## config.mk

```make
export PLATFORM = sky130hd
export DESIGN_NAME = cart_rom_selector
export DESIGN_NICKNAME = d
export VERILOG_FILES = /design/src/rtl/cart_sel_pkg.sv /design/src/rtl/cart_bus_decode.sv /design/src/rtl/cart_handover_fsm.sv /design/src/rtl/cart_enable_route.sv /design/src/rtl/cart_rom_selector.sv
export SDC_FILE = /design/constraint.sdc
export NUM_CORES = 1
export LEC_CHECK = 0
export BUFFER_PORTS_ARGS = -buffer_cell sky130_fd_sc_hd__clkbuf_2
export CELL_PAD_IN_SITES_DETAIL_PLACEMENT = 1
export CELL_PAD_IN_SITES_GLOBAL_PLACEMENT = 1
export CORE_UTILIZATION = 19
export CTS_CLUSTER_SIZE = 12
export DETAILED_ROUTE_END_ITERATION = 12
export PLACE_DENSITY_LB_ADDON = 0.1
export SLEW_MARGIN = 20
export SYNTH_ARGS = -nofsm -noshare
export SYNTH_HDL_FRONTEND = slang
export SYNTH_SLANG_ARGS = --single-unit
```

## constraint.sdc

```tcl
create_clock -name clk -period 1.5 [get_ports clk]
set_clock_uncertainty 0.1 [all_clocks]
set_input_delay 0.075 -clock clk [delete_from_list [all_inputs] [get_ports clk]]
set_output_delay 0.075 -clock clk [all_outputs]
set_load 0.01 [all_outputs]
```

## src/rtl/cart_sel_pkg.sv

```systemverilog
package cart_sel_pkg;

    // Handover state machine encoding
    typedef enum logic [1:0] {
        SEL_CUSTOM = 2'd0,
        SEL_ARMED  = 2'd1,
        SEL_SETTLE = 2'd2,
        SEL_STOCK  = 2'd3
    } sel_state_e;

endpackage

```

## src/rtl/cart_bus_decode.sv

```systemverilog
module cart_bus_decode #(
    parameter int          CPU_AW   = 16,
    parameter int          DW       = 8,
    parameter int          CUST_AW  = 13,
    parameter int          STOCK_AW = 14,
    parameter logic [7:0]  ARM_KEY  = 8'hA5
) (
    input  logic [CPU_AW-1:0]   cpu_addr,
    input  logic                cpu_rw,
    input  logic                cpu_m2,
    input  logic [DW-1:0]       cpu_data,
    output logic                prg_ce_n,
    output logic                rom_rd,
    output logic                key_wr,
    output logic [CUST_AW-1:0]  cust_addr,
    output logic [STOCK_AW-1:0] stock_addr
);

    localparam int TOP_BIT = CPU_AW - 1;

    logic hi_half;
    logic bus_live;
    logic key_match;
    logic unused_addr_bits;

    always_comb begin
        hi_half   = cpu_addr[TOP_BIT];
        bus_live  = hi_half & cpu_m2;
        key_match = (cpu_data == DW'(ARM_KEY));
        // Program-space decode: active low, only in the M2-high phase
        prg_ce_n  = ~bus_live;
        // ROM read window: upper half, bus valid, CPU reading
        rom_rd    = bus_live & cpu_rw;
        // Control write: upper half, bus valid, CPU writing the key
        key_wr    = bus_live & ~cpu_rw & key_match;
    end

    // Smaller images repeat across the upper half
    assign cust_addr  = cpu_addr[CUST_AW-1:0];
    assign stock_addr = cpu_addr[STOCK_AW-1:0];

    assign unused_addr_bits = ^cpu_addr;

endmodule

```

## src/rtl/cart_handover_fsm.sv

```systemverilog
module cart_handover_fsm
    import cart_sel_pkg::*;
#(
    parameter int SETTLE_CLKS = 6
) (
    input  logic clk,
    input  logic rst_n,
    input  logic cpu_m2,
    input  logic key_wr,
    output logic use_stock
);

    localparam int CW = $clog2(SETTLE_CLKS) + 1;
    localparam logic [CW-1:0] LAST = CW'(SETTLE_CLKS - 1);

    sel_state_e       state_q;
    sel_state_e       state_d;
    logic [CW-1:0]    cnt_q;
    logic             window_done;

    assign window_done = (cnt_q == LAST);

    // Next-state selection
    always_comb begin
        state_d = state_q;
        unique case (state_q)
            SEL_CUSTOM: if (key_wr)                 state_d = SEL_ARMED;
            SEL_ARMED:  if (!cpu_m2)                state_d = SEL_SETTLE;
            SEL_SETTLE: if (window_done && !cpu_m2) state_d = SEL_STOCK;
            SEL_STOCK:                              state_d = SEL_STOCK;
            default:                                state_d = SEL_CUSTOM;
        endcase
    end

    // State register
    always_ff @(posedge clk or negedge rst_n) begin
        if (!rst_n) begin
            state_q <= SEL_CUSTOM;
        end else begin
            state_q <= state_d;
        end
    end

    // Settling window counter
    always_ff @(posedge clk or negedge rst_n) begin
        if (!rst_n) begin
            cnt_q <= '0;
        end else if (state_q == SEL_SETTLE) begin
            if (!window_done) cnt_q <= cnt_q + CW'(1);
        end else begin
            cnt_q <= '0;
        end
    end

    // Outputs
    always_comb begin
        unique case (state_q)
            SEL_STOCK: use_stock = 1'b1;
            default:   use_stock = 1'b0;
        endcase
    end

    AST_SWITCH_M2_LOW: assert property (@(posedge clk) disable iff (!rst_n)
        $rose(use_stock) |-> !$past(cpu_m2));

    AST_ONE_WAY: assert property (@(posedge clk) disable iff (!rst_n)
        $past(use_stock) |-> use_stock);

    AST_SWITCH_AFTER_ARM: assert property (@(posedge clk) disable iff (!rst_n)
        $rose(use_stock) |-> $past(state_q) == SEL_SETTLE);

endmodule

```

## src/rtl/cart_enable_route.sv

```systemverilog
module cart_enable_route #(
    parameter int CHR_AW = 14
) (
    input  logic              use_stock,
    input  logic              rom_rd,
    input  logic [CHR_AW-1:0] chr_addr,
    input  logic              chr_rd_n,
    input  logic              chr_wr_n,
    output logic              cust_prg_ce_n,
    output logic              cust_prg_oe_n,
    output logic              stock_prg_ce_n,
    output logic              stock_prg_oe_n,
    output logic              cust_chr_ce_n,
    output logic              cust_chr_oe_n,
    output logic              stock_chr_ce_n,
    output logic              stock_chr_oe_n
);

    localparam int PAT_BIT = CHR_AW - 1;

    logic pat_rd;
    logic cust_prg_on;
    logic stock_prg_on;
    logic cust_chr_on;
    logic stock_chr_on;

    always_comb begin
        // Pattern space read, with no write strobe present
        pat_rd       = ~chr_addr[PAT_BIT] & ~chr_rd_n & chr_wr_n;
        cust_prg_on  = rom_rd & ~use_stock;
        stock_prg_on = rom_rd & use_stock;
        cust_chr_on  = pat_rd & ~use_stock;
        stock_chr_on = pat_rd & use_stock;

        cust_prg_ce_n  = ~cust_prg_on;
        cust_prg_oe_n  = ~cust_prg_on;
        stock_prg_ce_n = ~stock_prg_on;
        stock_prg_oe_n = ~stock_prg_on;
        cust_chr_ce_n  = ~cust_chr_on;
        cust_chr_oe_n  = ~cust_chr_on;
        stock_chr_ce_n = ~stock_chr_on;
        stock_chr_oe_n = ~stock_chr_on;
    end

endmodule

```

## src/rtl/cart_rom_selector.sv

```systemverilog
module cart_rom_selector #(
    parameter int         CPU_AW      = 16,
    parameter int         DW          = 8,
    parameter int         CUST_AW     = 13,
    parameter int         STOCK_AW    = 14,
    parameter int         CHR_AW      = 14,
    parameter int         SETTLE_CLKS = 6,
    parameter logic [7:0] ARM_KEY     = 8'hA5
) (
    input  logic                clk,
    input  logic                rst_n,
    input  logic [CPU_AW-1:0]   cpu_addr,
    input  logic                cpu_rw,
    input  logic                cpu_m2,
    input  logic [DW-1:0]       cpu_data,
    input  logic [CHR_AW-1:0]   chr_addr,
    input  logic                chr_rd_n,
    input  logic                chr_wr_n,
    output logic                prg_ce_n,
    output logic                cust_prg_ce_n,
    output logic                cust_prg_oe_n,
    output logic [CUST_AW-1:0]  cust_prg_addr,
    output logic                stock_prg_ce_n,
    output logic                stock_prg_oe_n,
    output logic [STOCK_AW-1:0] stock_prg_addr,
    output logic                cust_chr_ce_n,
    output logic                cust_chr_oe_n,
    output logic                stock_chr_ce_n,
    output logic                stock_chr_oe_n,
    output logic [CHR_AW-2:0]   chr_rom_addr
);

    logic rom_rd;
    logic key_wr;
    logic use_stock;

    cart_bus_decode #(
        .CPU_AW   (CPU_AW),
        .DW       (DW),
        .CUST_AW  (CUST_AW),
        .STOCK_AW (STOCK_AW),
        .ARM_KEY  (ARM_KEY)
    ) u_decode (
        .cpu_addr   (cpu_addr),
        .cpu_rw     (cpu_rw),
        .cpu_m2     (cpu_m2),
        .cpu_data   (cpu_data),
        .prg_ce_n   (prg_ce_n),
        .rom_rd     (rom_rd),
        .key_wr     (key_wr),
        .cust_addr  (cust_prg_addr),
        .stock_addr (stock_prg_addr)
    );

    cart_handover_fsm #(
        .SETTLE_CLKS (SETTLE_CLKS)
    ) u_fsm (
        .clk       (clk),
        .rst_n     (rst_n),
        .cpu_m2    (cpu_m2),
        .key_wr    (key_wr),
        .use_stock (use_stock)
    );

    cart_enable_route #(
        .CHR_AW (CHR_AW)
    ) u_route (
        .use_stock      (use_stock),
        .rom_rd         (rom_rd),
        .chr_addr       (chr_addr),
        .chr_rd_n       (chr_rd_n),
        .chr_wr_n       (chr_wr_n),
        .cust_prg_ce_n  (cust_prg_ce_n),
        .cust_prg_oe_n  (cust_prg_oe_n),
        .stock_prg_ce_n (stock_prg_ce_n),
        .stock_prg_oe_n (stock_prg_oe_n),
        .cust_chr_ce_n  (cust_chr_ce_n),
        .cust_chr_oe_n  (cust_chr_oe_n),
        .stock_chr_ce_n (stock_chr_ce_n),
        .stock_chr_oe_n (stock_chr_oe_n)
    );

    assign chr_rom_addr = chr_addr[CHR_AW-2:0];

    AST_NO_WRITE_ENABLE: assert property (@(posedge clk) disable iff (!rst_n)
        !cpu_rw |-> (cust_prg_ce_n && cust_prg_oe_n && stock_prg_ce_n && stock_prg_oe_n));

    AST_M2_LOW_QUIET: assert property (@(posedge clk) disable iff (!rst_n)
        !cpu_m2 |-> (cust_prg_ce_n && stock_prg_ce_n && prg_ce_n));

    AST_SETS_TOGETHER_A: assert property (@(posedge clk) disable iff (!rst_n)
        !cust_prg_ce_n |-> stock_chr_ce_n);

    AST_SETS_TOGETHER_B: assert property (@(posedge clk) disable iff (!rst_n)
        !stock_prg_ce_n |-> cust_chr_ce_n);

    AST_ROM_NEEDS_DECODE: assert property (@(posedge clk) disable iff (!rst_n)
        (!cust_prg_ce_n || !stock_prg_ce_n) |-> !prg_ce_n);

endmodule

```

==> key figures, run 1 <==
STA
  – Final setup viols: 0
  – Fin. max-slew vios: 0
  – Final hold vios: 0
  – Tightest Pin Transition: 0.264 ns
  – RSZ-0062 raised after global routing: false
  – Fin crit share: 93.8%
  – Fmax: 711 MHz
  – Setup TNS: 0 ns
  – Setup ws final: 0.0931 ns
  – Worst slew margin: 82.4%
  – Fin crit period: 1.41 ns

Detailed routing
  – Final WL: 1310 um
  – Drt wl/cell: 11.2 um
  – Routed vias: 425
  – Antenna viol nets, final: 0
  – Vias/cell: 3.63
  – Initial drt markers: 8
  – Drc violations: 0
  – Detailed Routing Iterations Pass 1: 2

Power and ir drop
  – Pint: 400 uW
  – Switching power: 129 uW
  – Sw Share: 24.4%
  – Seq pwr share: 34.5%
  – Proportion of power drawn by combinational gates: 19.0%
  – Worst vdd ir: 0.000405 V
  – Clk network pwr share: 46.4%
  – Pwr/cell area: 815 nW/um^2
  – Leak: 0.325 nW

Clock tree
  – Root Driver: clkbuf_8
  – CTS tree: built
  – Longest Clk Path Bufs: 2
  – CTS sink cnt: 6
  – Clk slew on worst S/H paths: 0.04 ns
  – Later-pin clock latency in the skew report: 0.22 ns
  – Inserted Clock Buffers: 3
  – H-tree depth reported by CTS: 1

Die
  – Core area: 3440 sq um
  – Top Ports: 93
  – Chip width: 62.9 um
  – Rows: 21
  – Die height: 62.9 um
  – Full die area: 3960 sq um
  – Starting density of the core: 20.5%

Setup path
  – CP Launch Type: flip-flop
  – Critical path arrival: 1.23 ns
  – Critical Path RT: 1.32 ns
  – CP cell instances: buf_6 -> nand2_1 -> or3_4 -> clkbuf_2
  – Slowest stage delay, CP: 0.35 ns
  – Critical path's slowest cell: dfrtp_1
  – Worst Path Max Fanout: 3
  – Crit. End Element: output pin
  – Crit Path Category: flip-flop to output pin
  – Reg2reg setup slack: 0.15 ns

Worst hold path
  – Hold Path Class: input port to output pin

Cells and area
  – Reg area: 150 sq um
  – Area occupied by multi-input gates: 218 sq um
  – Layout cells sized above 1: 53.5%
  – Most common cell after layout, fill and taps aside: clkbuf_2
  – Commonest non-fill, non-tap cells in the layout: clkbuf_2, dfrtp_1, nor2_1
  – # diodes: 0
  – Layout area overhead: -7.82%
  – Fill count: 418
  – Final nets: 119
  – Post-layout util: 18.9%

Global routing
  – Total global-route track usage: 7.28%
  – Initial antenna violation count: 0
  – Largest net degree at the start of global routing: 7
  – GRT overflow: 0
  – First-pass GRT wire length: 2250 um
  – Vias in the first global route: 454

Place
  – Final Wtd Congestion: 0.643
  – Post-DP HPWL: 1090 um
  – IO buf count: 24
  – Pre-CTS setup slack: 0.142 ns

Yosys
  – Cell area after synthesis: 704 sq um
  – #FFs+latches synth: 6
  – Synth unique cells: 24
  – Synth Instances: 82
  – Synthesized area per cell: 8.59 sq um
  – Synth warn: 0
  – Post-Syn Nets: 128
  – Dominant synthesized flop cell: dfrtp_1
  – EDFF count, synth: 0
  – Register area share after synthesis: 21.3%
  – Async set-reset flop share out of synthesis: 100%

Run
  – Max Cap Viol: 0

Status
  – Status: completed
[state kept, by name (all words and copies together), names as in the netlist]
| register | count |
|---|---|
| u_fsm.cnt_q | 4 |
| u_fsm.state_q | 2 |
[layout make-up]
cell class,instances,share of cell area [%]
clock buffer,3,6.36
sequential,6,23.1
timing repair buffer,30,26.4
tap,46,8.86
multi-input combinational,29,33.5
inverter,3,1.73
[worst max-delay path, delay by kind of cell (launching register included)]
family                 cells  cell delay (ns)
AND/OR/NAND/NOR            2             0.42
flip-flops                 1             0.35
buffers and inverters      2             0.23
[metal layers]
layer | part of all wire, % | GRT usage (%) | up-vias | routed length (um)
met5 | 0 | 0 | - | 0
met3 | 13 | 4.74 | 4 | 168
met2 | 46 | 10.6 | 30 | 597
met4 | 0.92 | 2.91 | 0 | 12
li1 | - | - | 202 | -
met1 | 40 | 8.32 | 189 | 529
[power groups by stage]
stage	Sequential, mW	Combinational, mW	Clock (mW)
after floorplan	0.188	0.156	0
after global placement	0.185	0.102	0
after detailed placement	0.185	0.101	0
after CTS	0.183	0.104	0.256
after global routing	0.185	0.117	0.266
final	0.183	0.101	0.246
[repair_timing]
action	CTS	global route
setup buffers	0	2
hold endpoints to repair	6	0
endpoints found under the setup margin	0	2
resized for setup	0	2
hold buffers	1	0
[cell usage after synthesis (2+ instances only)]
library cell	instances	area [sq um]
buf_4	44	330
dfrtp_1	6	150
ha_1	2	25.0
inv_1	3	11.3
nand2_1	3	11.3
nand3_1	2	10.0
nor2_1	5	18.8
[path summary, 6_finish.rpt]
path                                  startpoint  cells past startpoint          endpoint
worst max-delay path            u_fsm.state_q[0]                      4    stock_prg_ce_n
worst min register to register    u_fsm.cnt_q[2]                      1    u_fsm.cnt_q[2]
worst max register to register    u_fsm.cnt_q[1]                      5  u_fsm.state_q[0]
worst min-delay path                chr_addr[11]                      0  chr_rom_addr[11]
min in group asynchronous                  rst_n                      2    u_fsm.cnt_q[0]
max in group asynchronous                  rst_n                      2    u_fsm.cnt_q[2]
[stage by stage]
stage	cell area, sq um	hold WS [ns]	instances	power [mW]
after floorplan	704	-0.321	82	0.343
final	649	0.0500	117	0.529
after global placement	574	-0.172	111	0.287
after detailed placement	574	-0.175	111	0.286
after CTS	626	0.0501	115	0.542
after global routing	649	0.0500	117	0.568
[kinds of logic (layout without fill, tap and decap cells)]
kind of cell             after synthesis  after routing  synth area share [%]
buffers and inverters                 47             36                  48.5
flip-flops                             6              6                  21.3
AND/OR/NAND/NOR                       19             19                  16.0
XOR/XNOR                               1              1                  1.24
multiplexers                           1              1                  1.42
adder cells (fa/ha/maj)                2              2                  3.55
AO/OA/AOI/OAI                          6              6                  8.00
No activity file was read; power rests on OpenSTA's default activity.
==> inputs of run 2 (changes only) <==
--- a/config.mk
+++ b/config.mk
@@ -8,11 +8,12 @@
 export BUFFER_PORTS_ARGS = -buffer_cell sky130_fd_sc_hd__clkbuf_2
 export CELL_PAD_IN_SITES_DETAIL_PLACEMENT = 1
 export CELL_PAD_IN_SITES_GLOBAL_PLACEMENT = 1
-export CORE_UTILIZATION = 19
+export CORE_UTILIZATION = 20
 export CTS_CLUSTER_SIZE = 12
 export DETAILED_ROUTE_END_ITERATION = 12
 export PLACE_DENSITY_LB_ADDON = 0.1
 export SLEW_MARGIN = 20
 export SYNTH_ARGS = -nofsm -noshare
 export SYNTH_HDL_FRONTEND = slang
+export SYNTH_HIERARCHICAL = 1
 export SYNTH_SLANG_ARGS = --single-unit
==> run 2 against run 1 <==
The run now ends with negative setup slack left. Fmax is 10% lower. Sequential share of layout area down 0.18 points. Global-route usage shrank 0.17 points. Cell count unchanged. Combinational power shrank 45%. Clock power down 40%. Setup slack worse by 0.16 ns. Highest routed layer unchanged. Area after synthesis rose by 3.7%. Power down 30%. Critical endpoint is now cust_chr_oe_n. Clock-buffer cell count stayed put.
==> key figures, run 2 <==
Clock tree
  – Clk slew on worst S/H paths: 0.05 ns
  – Root Driver: clkbuf_4
  – Later-pin clock latency in the skew report: 0.24 ns
  – CTS sink cnt: 6
  – Inserted Clock Buffers: 3
  – Longest Clk Path Bufs: 2
  – CTS tree: built
  – H-tree depth reported by CTS: 1

Setup path
  – Reg2reg setup slack: 0.12 ns
  – Crit Path Category: flip-flop to output pin
  – Critical path arrival: 1.39 ns
  – Worst Path Max Fanout: 2
  – Critical Path RT: 1.32 ns
  – Critical R2R Capture: u_fsm/state_q[0]
  – CP Launch Type: flip-flop
  – Crit. End Element: output pin
  – Reg2Reg Depth: 5
  – R2R Path Start: u_fsm/cnt_q[1]

Yosys
  – Simple-gate area share of the yosys netlist: 20.4%
  – Synth area leaders: buf_4, dfrtp_1, ha_1, nand4bb_1, nand3b_4
  – Synth unique cells: 25
  – Async set-reset flop share out of synthesis: 100%
  – EDFF count, synth: 0
  – Synthesized area per cell: 8.91 sq um
  – Post-synth top cells: buf_4, dfrtp_1, nor2_1
  – Xor and xnor area share after synthesis: 1.20%
  – Synth Area in Adders: 3.42%
  – #FFs+latches synth: 6
  – Post-synthesis mux area share: 1.37%
  – Synth warn: 6
  – Largest family of logic cells by synthesized area: buffers and inverters
  – Post-Syn Nets: 128
  – Post-synth top area share: 45.2%
  – Synth Instances: 82
  – Post-synth top area cell: buf_4
  – Register area share after synthesis: 20.5%
  – Cell area after synthesis: 731 sq um
  – Synth Area in Compound Gates: 6.85%
  – Dominant synthesized flop cell: dfrtp_1
  – Count leader, synth: buf_4

Detailed routing
  – Initial drt markers: 7
  – Drc violations: 0
  – Routed vias: 459
  – Drt wl/cell: 11.1 um
  – Antenna viol nets, final: 0
  – Final WL: 1290 um
  – Vias/cell: 3.92
  – Detailed Routing Iterations Pass 1: 4

STA
  – Fin crit period: 1.56 ns
  – RSZ-0062 raised after global routing: true
  – Setup ws final: -0.0645 ns
  – Fin crit share: 104%
  – Final hold vios: 0
  – Fin. max-slew vios: 0
  – Fmax: 639 MHz
  – Worst slew margin: 86.0%
  – Final setup viols: 2
  – Tightest Pin Transition: 0.208 ns
  – Worst hold slack: 0.0500 ns

Die
  – Chip width: 62.4 um
  – Full die area: 3900 sq um
  – Core area: 3420 sq um
  – Die height: 62.4 um
  – Starting density of the core: 21.4%
  – Rows: 21
  – Top Ports: 93

Cells and area
  – Fill count: 419
  – Non-Filler Instances: 117
  – Commonest non-fill, non-tap cells in the layout: clkbuf_2, dfrtp_1, buf_4
  – Design area: 654 sq um
  – Layout cells sized above 1: 53.5%
  – Area occupied by multi-input gates: 249 sq um
  – Top Registers: u_fsm/cnt_q x4, u_fsm/state_q x2
  – Layout area overhead: -10.4%
  – # diodes: 0
  – Largest register by flop count: u_fsm/cnt_q
  – Final nets: 119
  – Largest register FFs: 4
  – Reg area: 150 sq um
  – Most common cell after layout, fill and taps aside: clkbuf_2
  – Post-layout util: 19.2%

Worst hold path
  – Hold Path End: chr_rom_addr[1]
  – Min-Delay Path Depth: 0
  – Hold Path Class: input port to output pin
  – Worst hold start: chr_addr[1]

Place
  – IO buf count: 24
  – Final Wtd Congestion: 0.597
  – Placed instance count: 111
  – Dpl cell area: 604 sq um
  – Post-DP HPWL: 1050 um

Status
  – Status: finished with violations
  – Failing checks: negative setup slack

Power and ir drop
  – Leak: 0.374 nW
  – Worst vdd ir: 0.000214 V
  – Pwr/cell area: 562 nW/um^2
  – Power Total: 368 uW

Global routing
  – Vias in the first global route: 445
  – M2 GR Usage: 10.3%
  – Largest net degree at the start of global routing: 7
  – Global routing's busiest layer: met2
  – Met1 Use GR: 7.21%
  – Total global-route track usage: 7.11%
  – Grt met3 use: 4.56%
  – Initial antenna violation count: 0
  – GRT overflow: 0
  – First-pass GRT wire length: 2150 um

Run
  – Max Cap Viol: 0
[run 2: final cells by class]
class	count	area share, %
timing repair buffer	30	25.6
multi-input combinational	30	38.0
tap	46	8.80
inverter	2	1.15
clock buffer	3	3.44
sequential	6	22.9
[run 2: how the worst max path moves through the flow]
stage	startpoint	to	depth (start not counted)
after floorplan	u_fsm/state_q[0]	cust_chr_oe_n	3
final	u_fsm/state_q[1]	cust_chr_oe_n	3
after CTS	u_fsm/state_q[1]	cust_chr_oe_n	3
after global placement	u_fsm/state_q[0]	cust_chr_oe_n	3
after detailed placement	u_fsm/state_q[0]	cust_chr_oe_n	3
after global routing	u_fsm/state_q[1]	cust_chr_ce_n	3
[run 2: power breakdown]
group	leakage (nW)	switching, mW	internal (mW)
Clock	0.0138	0.0567	0.0904
Sequential	0.0837	0.000977	0.164
Combinational	0.276	0.0254	0.0307
[run 2: repair_timing]
item,CTS,global route
pin swaps,2,0
endpoints found under the hold margin,6,0
buffers inserted,2,0
hold buffers,1,0
endpoints found under the setup margin,2,2
gates resized for setup,1,0
[run 2: kinds of logic (layout without fill, tap and decap cells)]
family                   after synthesis  after routing
flip-flops                             6              6
XOR/XNOR                               1              1
AO/OA/AOI/OAI                          6              6
AND/OR/NAND/NOR                       20             20
adder cells (fa/ha/maj)                2              2
buffers and inverters                 46             35
multiplexers                           1              1
[run 2: worst max-delay path, stage by stage (launching register included)]
cell and delay, ns:
dfrtp_1 0.37, and2_4 0.16, or4b_4 0.48, clkbuf_2 0.14
[run 2: metal layers]
| metal | up-vias | part of all wire, % |
|---|---|---|
| met5 | - | 0 |
| li1 | 208 | - |
| met4 | 0 | 1.1 |
| met1 | 208 | 38 |
| met3 | 2 | 17 |
| met2 | 41 | 44 |
[run 2: stage by stage]
stage	setup WS, ns	TNS [ns]
floorplan	0.0329	0
global placement	0.101	0
detailed placement	0.0892	0
CTS	-0.0887	-0.176
global route	-0.123	-0.242
finish	-0.0645	-0.128
==> inputs of run 3 (changes only) <==
--- a/config.mk
+++ b/config.mk
@@ -11,7 +11,7 @@
 export CORE_UTILIZATION = 20
 export CTS_CLUSTER_SIZE = 12
 export DETAILED_ROUTE_END_ITERATION = 12
-export PLACE_DENSITY_LB_ADDON = 0.1
+export PLACE_DENSITY = 0.82
 export SLEW_MARGIN = 20
 export SYNTH_ARGS = -nofsm -noshare
 export SYNTH_HDL_FRONTEND = slang
==> run 3 against run 2 <==
The run still ends with negative setup slack left. Fmax down 0.35%. Cell area decreased by 2.3%. Wire length fell by 4.9%. Clock-buffer cell count unchanged. Critical path depth unchanged. Power up 0.20%. Largest cell class unchanged. Highest routed layer unchanged.
==> key figures, run 3 (synthesized netlist as in run 2, its figures left out) <==
Status
  – Status: finished with violations
  – Failing checks: negative setup slack

Place
  – Post-DP HPWL: 1020 um
  – Final Wtd Congestion: 0.613
  – Dpl cell area: 597 sq um
  – Pre-CTS setup slack: 0.0980 ns
  – IO buf count: 24

Detailed routing
  – Vias/cell: 3.72
  – Initial drt markers: 3
  – DR WL met2: 668 um
  – Drc violations: 0
  – Detailed Routing Iterations Pass 1: 2
  – Drt wl/cell: 10.7 um
  – Antenna viol nets, final: 0
  – DR WL met3: 127 um
  – Highest Signal Layer: met4
  – Final WL: 1230 um
  – Met1 wire length: 403 um
  – Routed vias: 428

Die
  – Starting density of the core: 21.4%
  – Chip width: 62.4 um
  – Full die area: 3900 sq um
  – Top Ports: 93
  – Core area: 3420 sq um
  – Rows: 21
  – Die height: 62.4 um

Global routing
  – Vias in the first global route: 469
  – Total global-route track usage: 6.96%
  – GRT overflow: 0
  – First-pass GRT wire length: 2050 um
  – Largest net degree at the start of global routing: 7
  – Initial antenna violation count: 0

Setup path
  – Critical path's slowest cell: or4b_4
  – CP Launch Type: flip-flop
  – Reg2reg setup slack: 0.13 ns
  – Crit Path Category: flip-flop to output pin
  – Critical path arrival: 1.40 ns
  – CP cell instances: and2_4 -> or4b_4 -> clkbuf_2
  – Reg2Reg Depth: 4
  – Critical Path RT: 1.32 ns
  – Slowest stage delay, CP: 0.48 ns
  – Worst Path Max Fanout: 2
  – Critical R2R Capture: u_fsm/state_q[0]
  – Crit. End Element: output pin
  – R2R Path Start: u_fsm/cnt_q[0]

Clock tree
  – Inserted Clock Buffers: 3
  – H-tree depth reported by CTS: 1
  – CTS tree: built
  – CTS sink cnt: 6
  – Later-pin clock latency in the skew report: 0.24 ns
  – Clk slew on worst S/H paths: 0.05 ns
  – Root Driver: clkbuf_4
  – Longest Clk Path Bufs: 2

Worst hold path
  – Hold Path End: chr_rom_addr[11]
  – Hold Path Class: input port to output pin
  – Min-Delay Path Depth: 0
  – Worst hold start: chr_addr[11]

Cells and area
  – Largest register FFs: 4
  – # diodes: 0
  – Most common cell after layout, fill and taps aside: clkbuf_2
  – Final nets: 117
  – Layout area overhead: -12.5%
  – Layout cells sized above 1: 52.2%
  – Commonest non-fill, non-tap cells in the layout: clkbuf_2, dfrtp_1, nor2_1
  – Post-layout util: 18.7%
  – Design area: 639 sq um
  – Top Registers: u_fsm/cnt_q x4, u_fsm/state_q x2
  – Largest register by flop count: u_fsm/cnt_q

Power and ir drop
  – Pwr/cell area: 577 nW/um^2
  – Worst vdd ir: 0.000110 V
  – Leak: 0.363 nW
  – Power Total: 369 uW

STA
  – Fmax: 637 MHz
  – Fin crit period: 1.57 ns
  – Fin crit share: 105%
  – RSZ-0062 raised after global routing: true
  – Worst slew margin: 84.4%
  – Setup ws final: -0.0700 ns
  – Fin. max-slew vios: 0
  – Final setup viols: 2
  – Final hold vios: 0
  – Worst hold slack: 0.0500 ns
  – Tightest Pin Transition: 0.232 ns

Run
  – Max Cap Viol: 0
[run 3: changes by cell type in the layout (fill, tap and decap cells not counted)]
cell | before | now
buf_4 | 5 | 3
[run 3: routing by layer]
metal,up-vias,global-route usage [%]
met4,0,7.27
met2,14,12.1
li1,202,-
met1,201,5.44
met5,-,0
met3,11,3.28
[run 3: worst max path at each step]
stage / from / to / slack (ns) / cells past startpoint
floorplan: u_fsm/state_q[0] / cust_chr_oe_n / 0.03 / 3
global placement: u_fsm/state_q[0] / cust_chr_oe_n / 0.11 / 3
detailed placement: u_fsm/state_q[0] / cust_chr_oe_n / 0.1 / 3
CTS: u_fsm/state_q[1] / cust_chr_oe_n / -0.09 / 3
global route: u_fsm/state_q[1] / cust_chr_ce_n / -0.13 / 3
finish: u_fsm/state_q[1] / cust_chr_oe_n / -0.07 / 3
[run 3: final cells by class]
class                      count  area [sq um]
fill                         423          2780
multi-input combinational     30           249
timing repair buffer          28           153
sequential                     6           150
tap                           46          57.6
clock buffer                   3          22.5
inverter                       2          7.51
[run 3: critical path: cells and delay by family (launching register included)]
family                 cells  cell delay [ns]
AND/OR/NAND/NOR            2             0.64
flip-flops                 1             0.37
buffers and inverters      1             0.14
[run 3: repair_timing]
action,in CTS,in global routing
hold buffers,1,0
gates resized for setup,1,0
hold endpoints to repair,6,0
endpoints found under the setup margin,2,2
buffers inserted,1,0
pin swaps,2,0
[run 3: power breakdown]
group / switching (mW) / leakage, nW / internal (mW) / total (mW)
registers: 0.00162 / 0.0837 / 0.164 / 0.166
logic: 0.0246 / 0.265 / 0.0297 / 0.0543
clock network: 0.0584 / 0.0138 / 0.0905 / 0.149
total: 0.0846 / 0.363 / 0.284 / 0.369
[run 3: metrics by stage]
| stage | std cells | setup TNS [ns] |
|---|---|---|
| global route | 115 | -0.255 |
| detailed placement | 110 | 0 |
| global placement | 110 | 0 |
| floorplan | 82 | 0 |
| finish | 115 | -0.140 |
| CTS | 115 | -0.180 |
